$ cat src/rtl/rtc_pkg.sv
package rtc_pkg;

    typedef enum logic [1:0] {
        PH_IDLE,
        PH_SETUP,
        PH_ACCESS
    } apb_phase_e;

    localparam logic [7:0] OFS_COUNT  = 8'h00;
    localparam logic [7:0] OFS_MATCH  = 8'h04;
    localparam logic [7:0] OFS_LOAD   = 8'h08;
    localparam logic [7:0] OFS_CTRL   = 8'h0C;
    localparam logic [7:0] OFS_MASK   = 8'h10;
    localparam logic [7:0] OFS_RAW    = 8'h14;
    localparam logic [7:0] OFS_MASKED = 8'h18;
    localparam logic [7:0] OFS_CLEAR  = 8'h1C;

    function automatic logic [7:0] ident_byte(input logic [2:0] k);
        logic [7:0] b;
        unique case (k)
            3'd0: b = 8'h31;
            3'd1: b = 8'h10;
            3'd2: b = 8'h14;
            3'd3: b = 8'h00;
            3'd4: b = 8'h0D;
            3'd5: b = 8'hF0;
            3'd6: b = 8'h05;
            default: b = 8'hB1;
        endcase
        return b;
    endfunction

endpackage

$ cat src/rtl/rtc_apb_phase.sv
module rtc_apb_phase
    import rtc_pkg::*;
(
    input  logic clk,
    input  logic rst_n,
    input  logic psel,
    input  logic penable,
    input  logic pwrite,
    output logic wr_stb
);

    apb_phase_e state_q, state_d;

    always_ff @(posedge clk or negedge rst_n) begin
        if (!rst_n) state_q <= PH_IDLE;
        else        state_q <= state_d;
    end

    always_comb begin
        state_d = state_q;
        unique case (state_q)
            PH_IDLE:   if (psel && !penable) state_d = PH_SETUP;
            PH_SETUP:  if (!psel) state_d = PH_IDLE;
                       else if (penable) state_d = PH_ACCESS;
            PH_ACCESS: state_d = (psel && !penable) ? PH_SETUP : PH_IDLE;
            default:   state_d = PH_IDLE;
        endcase
    end

    always_comb begin
        wr_stb = 1'b0;
        unique case (state_q)
            PH_SETUP:  wr_stb = psel && penable && pwrite;
            PH_IDLE,
            PH_ACCESS: wr_stb = 1'b0;
            default:   wr_stb = 1'b0;
        endcase
    end

endmodule

$ cat src/rtl/rtc_prescaler.sv
module rtc_prescaler #(
    parameter int unsigned PRESCALE = 16
) (
    input  logic clk,
    input  logic rst_n,
    input  logic restart,
    output logic tick
);

    localparam int unsigned PS_W = (PRESCALE > 2) ? $clog2(PRESCALE) : 1;
    localparam logic [PS_W-1:0] LAST = PS_W'(PRESCALE - 1);

    logic [PS_W-1:0] div_q;

    assign tick = (div_q == LAST);

    always_ff @(posedge clk or negedge rst_n) begin
        if (!rst_n)           div_q <= '0;
        else if (restart || tick) div_q <= '0;
        else                  div_q <= div_q + 1'b1;
    end

endmodule

$ cat src/rtl/rtc_counter.sv
module rtc_counter #(
    parameter int unsigned DATA_W = 32
) (
    input  logic              clk,
    input  logic              rst_n,
    input  logic              tick,
    input  logic              load_en,
    input  logic [DATA_W-1:0] load_val,
    output logic [DATA_W-1:0] cnt_q,
    output logic [DATA_W-1:0] load_q
);

    always_ff @(posedge clk or negedge rst_n) begin
        if (!rst_n) begin
            cnt_q  <= '0;
            load_q <= '0;
        end else if (load_en) begin
            cnt_q  <= load_val;
            load_q <= load_val;
        end else if (tick) begin
            cnt_q  <= cnt_q + 1'b1;
        end
    end

endmodule

$ cat src/rtl/rtc_alarm.sv
module rtc_alarm #(
    parameter int unsigned DATA_W = 32
) (
    input  logic              clk,
    input  logic              rst_n,
    input  logic              tick,
    input  logic              load_en,
    input  logic [DATA_W-1:0] cnt,
    input  logic              match_wr,
    input  logic              mask_wr,
    input  logic              clr_wr,
    input  logic [DATA_W-1:0] wdata,
    output logic [DATA_W-1:0] match_q,
    output logic              mask_q,
    output logic              raw_q,
    output logic              irq
);

    logic hit;

    assign hit = tick && !load_en && ((cnt + DATA_W'(1)) == match_q);
    assign irq = raw_q & mask_q;

    always_ff @(posedge clk or negedge rst_n) begin
        if (!rst_n) begin
            match_q <= '0;
            mask_q  <= 1'b0;
            raw_q   <= 1'b0;
        end else begin
            if (match_wr) match_q <= wdata;
            if (mask_wr)  mask_q  <= wdata[0];
            if (hit)         raw_q <= 1'b1;
            else if (clr_wr) raw_q <= 1'b0;
        end
    end

endmodule

$ cat src/rtl/sec_rtc.sv
module sec_rtc
    import rtc_pkg::*;
#(
    parameter int unsigned ADDR_W   = 12,
    parameter int unsigned DATA_W   = 32,
    parameter int unsigned PRESCALE = 16
) (
    input  logic              pclk,
    input  logic              presetn,
    input  logic              psel,
    input  logic              penable,
    input  logic              pwrite,
    input  logic [ADDR_W-1:0] paddr,
    input  logic [DATA_W-1:0] pwdata,
    output logic [DATA_W-1:0] prdata,
    output logic              irq
);

    localparam int unsigned ID_TOP_W = ADDR_W - 5;

    logic              wr_stb, tick;
    logic [ADDR_W-1:0] addr_w;
    logic              unused_lo;
    logic              load_hit, match_hit, mask_hit, clr_hit, id_sel;
    logic [DATA_W-1:0] cnt_q, load_q, match_q;
    logic              mask_q, raw_q;
    logic [DATA_W-1:0] rd_mux;

    assign addr_w    = {paddr[ADDR_W-1:2], 2'b00};
    assign unused_lo = ^paddr[1:0];

    assign load_hit  = wr_stb && (addr_w == ADDR_W'(OFS_LOAD));
    assign match_hit = wr_stb && (addr_w == ADDR_W'(OFS_MATCH));
    assign mask_hit  = wr_stb && (addr_w == ADDR_W'(OFS_MASK));
    assign clr_hit   = wr_stb && (addr_w == ADDR_W'(OFS_CLEAR));
    assign id_sel    = (addr_w[ADDR_W-1:5] == {ID_TOP_W{1'b1}});

    rtc_apb_phase u_phase (
        .clk(pclk), .rst_n(presetn), .psel(psel), .penable(penable),
        .pwrite(pwrite), .wr_stb(wr_stb)
    );

    rtc_prescaler #(.PRESCALE(PRESCALE)) u_presc (
        .clk(pclk), .rst_n(presetn), .restart(load_hit), .tick(tick)
    );

    rtc_counter #(.DATA_W(DATA_W)) u_cnt (
        .clk(pclk), .rst_n(presetn), .tick(tick), .load_en(load_hit),
        .load_val(pwdata), .cnt_q(cnt_q), .load_q(load_q)
    );

    rtc_alarm #(.DATA_W(DATA_W)) u_alarm (
        .clk(pclk), .rst_n(presetn), .tick(tick), .load_en(load_hit),
        .cnt(cnt_q), .match_wr(match_hit), .mask_wr(mask_hit),
        .clr_wr(clr_hit), .wdata(pwdata), .match_q(match_q),
        .mask_q(mask_q), .raw_q(raw_q), .irq(irq)
    );

    always_comb begin
        rd_mux = '0;
        if (id_sel) begin
            rd_mux = DATA_W'(ident_byte(addr_w[4:2]));
        end else if (addr_w == ADDR_W'(OFS_COUNT)) begin
            rd_mux = cnt_q;
        end else if (addr_w == ADDR_W'(OFS_MATCH)) begin
            rd_mux = match_q;
        end else if (addr_w == ADDR_W'(OFS_LOAD)) begin
            rd_mux = load_q;
        end else if (addr_w == ADDR_W'(OFS_CTRL)) begin
            rd_mux = DATA_W'(1);
        end else if (addr_w == ADDR_W'(OFS_MASK)) begin
            rd_mux = DATA_W'(mask_q);
        end else if (addr_w == ADDR_W'(OFS_RAW)) begin
            rd_mux = DATA_W'(raw_q);
        end else if (addr_w == ADDR_W'(OFS_MASKED)) begin
            rd_mux = DATA_W'(raw_q & mask_q);
        end
    end

    assign prdata = (psel && !pwrite) ? rd_mux : '0;

endmodule

$ cat config.mk
export PLATFORM = sky130hd
export DESIGN_NAME = sec_rtc
export DESIGN_NICKNAME = d
export VERILOG_FILES = /design/src/rtl/rtc_pkg.sv /design/src/rtl/rtc_apb_phase.sv /design/src/rtl/rtc_prescaler.sv /design/src/rtl/rtc_counter.sv /design/src/rtl/rtc_alarm.sv /design/src/rtl/sec_rtc.sv
export SDC_FILE = /design/constraint.sdc
export NUM_CORES = 1
export LEC_CHECK = 0
export ABC_AREA = 1
export BUFFER_PORTS_ARGS = -buffer_cell sky130_fd_sc_hd__buf_2
export CAP_MARGIN = 20
export CORE_UTILIZATION = 53
export DETAILED_ROUTE_END_ITERATION = 7
export GPL_TIMING_DRIVEN = 0
export PLACE_DENSITY = 0.82
export SLEW_MARGIN = 20
export SYNTH_ARGS = -nofsm -noshare
export SYNTH_HDL_FRONTEND = slang
export SYNTH_SLANG_ARGS = --single-unit
$ cat constraint.sdc
create_clock -name pclk -period 5.1 [get_ports pclk]
set_clock_uncertainty 0.15 [all_clocks]
set_input_delay 0.51 -clock pclk [delete_from_list [all_inputs] [get_ports pclk]]
set_output_delay 0.51 -clock pclk [all_outputs]
set_load 0.05 [all_outputs]
==> flow_summary_export.csv <==
group,metric,value,unit
power,p_total,1.79,mW
worst_setup_path,path_cells,"buf_2 > inv_1 > nand2_1 > nor2_1 > inv_1 > nor2_1 > clkbuf_1 > nand2_1 > nand3_1 > o211ai_1 > inv_1 > buf_2",
synthesis,synthCells,981,
timing,max_slew_margin,45.2,%
synthesis,sequential_to_total_area_share_from_yosys_stat,39.0,%
layout,final_layout_size_suffix_gt1_share,11.7,%
floorplanning,die_h,114,um
floorplanning,die-width,114,um
worst_hold_path,timing.hold.worst.class,"in2reg",
grt,global_route.overflow_total,0,
placement,placedCellCount,1229,
synthesis,cell_area_after_technology_mapping,0.00667,mm^2
worst_setup_path,timing.setup.critical_path_class,"in2out",
cts,postCtsResizedCells,0,
floorplanning,die-area,0.0130,mm^2
timing,finalSetupViolCount,0,
timing,final-max-slew-violation-count,0,
worst_setup_path,slowest_stage,"clkbuf_1",
grt,grt_first_pass_wirelength,33600,um
synthesis,syn_area_per_cell,6.80,um^2
worst_setup_path,critical_path.endpoint,"prdata[31]",
flow_run,drv.max_cap_violation_count,0,
layout,n_antenna_cell,0,
worst_setup_path,timing.reg2reg.worst_path_depth,15,
power,p_leak,3.75,nW
placement,pre_cts_setup_slack,1770,ps
power,p_per_area,235,mW/mm^2
worst_setup_path,cp-end-kind,"primary output",
route,dr_total_vias,7090,
cts,clockBufferDepth,2,
route,detailedRoute.firstPassIterationCount,6,
cts,cts_buffers,9,
route,detail_route_antenna_nets,0,
cts,cts.sinks,104,
cts,ctsRootBufferMaster,"clkbuf_16",
route,drc,0,
timing,grt_setup_unrepaired,"false",
grt,grt_antenna_before_repair,0,
route,avgRoutedWirePerCell,17.0,um
synthesis,async_reset_ff_share,100,%
grt,gr-usage-all-layers,34.0,%
timing,timing_worst_slew_pin_value,823,ps
synthesis,synth_edf_count,0,
synthesis,synth_fp_nets,1032,
floorplanning,row_count,40,
route,detailed_route_wire_length,21200,um
worst_setup_path,timing.rr.end,"u_alarm.raw_q",
placement,hpwl_after_detailed_placement,16000,um
timing,hold_violations,0,
timing,maximum_clock_rate,293,MHz
worst_setup_path,cp.required,4440,ps
worst_setup_path,cp_common_cell,"inv_1",
route,initialDrtViolationCount,713,
cts,cts_tree,"yes",
worst_setup_path,crit_fanout,10,
outcome,run_status,"finished clean",
synthesis,synth-warning-count,0,
floorplanning,ioPinCount,82,
placement,gp_congestion,0.987,
timing,fin_crit_sh,66.9,%
timing,timing.final.ws_setup,1690,ps
worst_setup_path,regToRegStartpoint,"u_cnt.cnt_q[0]",
cts,clk_transition_reported_paths,70,ps
route,viasPerCell,5.69,
layout,area_overhead_of_the_layout_relative_to_synthesis,14.2,%
power,max-vdd-ir-drop,0.000330,V
worst_setup_path,setup.worst_path.start,"paddr[4]",
worst_setup_path,arrival,2750,ps
floorplanning,coreArea,0.0122,mm^2
placement,place.port_buffers,79,
worst_setup_path,setup.reg_to_reg.worst_slack,2200,ps
layout,post_layout_nonfiller_instances,1246,
layout,fin_nets,1124,
cts,number_of_hold_buffers_added_after_cts,1,
synthesis,synthDistinctLibCells,33,
cts,htree_num_levels,3,
cts,clkLatencyLatePin,370,ps
grt,grt_start_max_net_pins,59,
worst_setup_path,worst_path_max_stage_delay,610,ps
worst_setup_path,start_kind,"input port",
timing,final.min_clock_period,3410,ps
synthesis,synth_flop_cell,"dfrtp_1",
timing,setup-tns-final,0,ps
cts,cts_setup_buffers,0,
synthesis,synth-seq-cells,104,
grt,via_count_of_the_first_global_routing_pass,6624,
floorplanning,start_util,54.8,%
## state kept, by name (all words and copies together) (netlist names)
| signal | flops |
|---|---|
| u_phase.state_q | 2 |
| u_cnt.load_q | 32 |
| u_alarm.raw_q | 1 |
| u_presc.div_q | 4 |
| u_alarm.mask_q | 1 |
| u_alarm.match_q | 32 |
| u_cnt.cnt_q | 32 |
## where the power goes
group | switching (mW) | internal, mW
sequential | 0.0249 | 0.838
clock | 0.333 | 0.382
combinational | 0.138 | 0.0709
total | 0.495 | 1.29
## Yosys cell counts (3+ instances only)
cell      number  area [um^2]
xor2_1         3         26.3
nand2_1      325         1220
nand3_1       76          380
nand2_2        3         18.8
a21oi_1        8         40.0
o221ai_1      31          272
clkbuf_1      31          116
dfrtp_1      104         2600
inv_2          4         15.0
nor2_4         6         67.6
o21ai_0       77          385
nand4_1        6         37.5
nor2_1        77          289
o21ai_1        6         30.0
buf_2          4         20.0
o211ai_1      48          360
nor2_2         6         37.5
inv_1        141          529
a221oi_1       5         43.8
## worst min-delay path by stage
| stage | slack, ps | startpoint | end | depth (start not counted) |
|---|---|---|---|---|
| final | 190 | penable | u_phase.state_q[0] | 2 |
| after global routing | 190 | penable | u_phase.state_q[0] | 2 |
| after floorplan | 60 | presetn | u_alarm.mask_q | 0 |
| after CTS | 190 | penable | u_phase.state_q[0] | 2 |
| after detailed placement | 300 | u_phase.state_q[1] | u_phase.state_q[0] | 1 |
| after global placement | 290 | u_phase.state_q[1] | u_phase.state_q[0] | 1 |
## placed cells by master (no fill, tap or decap), drive strengths merged
master / count
nor2: 90
o21ai: 84
nand3b: 2
o21bai: 2
clkinvlp: 1
o2111ai: 1
clkbuf: 40
nand3: 78
a221oi: 5
o221ai: 31
nand4: 6
bufinv: 1
xnor2: 1
a21oi: 8
nor3: 2
a211oi: 1
or2: 1
dlygate4sd3: 1
xor2: 3
dfrtp: 104
o211ai: 48
buf: 84
ha: 2
and3: 1
inv: 147
nand2: 330
clkinv: 4
## layout make-up
| class | instances | area [um^2] |
|---|---|---|
| Multi-Input combinational cell | 696 | 3380 |
| Clock inverter | 7 | 70.1 |
| Timing Repair Buffer | 81 | 439 |
| Tap cell | 168 | 210 |
| Clock buffer | 9 | 225 |
| Fill cell | 1178 | 4550 |
| Sequential cell | 104 | 2600 |
| Buffer | 35 | 136 |
| Inverter | 146 | 548 |
## worst max-delay path, delay by kind of cell
kind                   cells  cell delay, ps
and+or+nand+nor            5             800
buffers and inverters      6            1300
AOI/OAI and AO/OA          1             140
## per-stage QoR
| stage | utilization [%] | cell area, um^2 | hold slack (ps) |
|---|---|---|---|
| after floorplan | - | 6670 | 64.4 |
| after CTS | 62.6 | 7610 | 187 |
| final | 62.6 | 7610 | 189 |
| after detailed placement | 60.1 | 7310 | 300 |
| after global placement | 59.8 | 7270 | 286 |
| after global routing | 62.6 | 7610 | 192 |
## cells by family (layout without fill, tap and decap cells)
kind of cell	count (synthesis)	after routing	share of synthesized area, %
adders and majority gates	2	2	0.375
buffers and inverters	181	278	10.3
and+or+nand+nor	510	510	32.3
DFF	104	104	39.0
AOI/OAI and AO/OA	180	180	17.6
xor gates and xnor gates	4	4	0.525
## metal layers
| metal | up-vias | GRT usage [%] | share of wire, % |
|---|---|---|---|
| li1 | 3387 | - | - |
| met2 | 361 | 52.8 | 46 |
| met5 | - | 0 | 0 |
| met3 | 52 | 8.05 | 9.0 |
| met4 | 0 | 15.9 | 3.4 |
| met1 | 3290 | 44.9 | 42 |
Note: power is estimated with default switching activity, not from simulation.
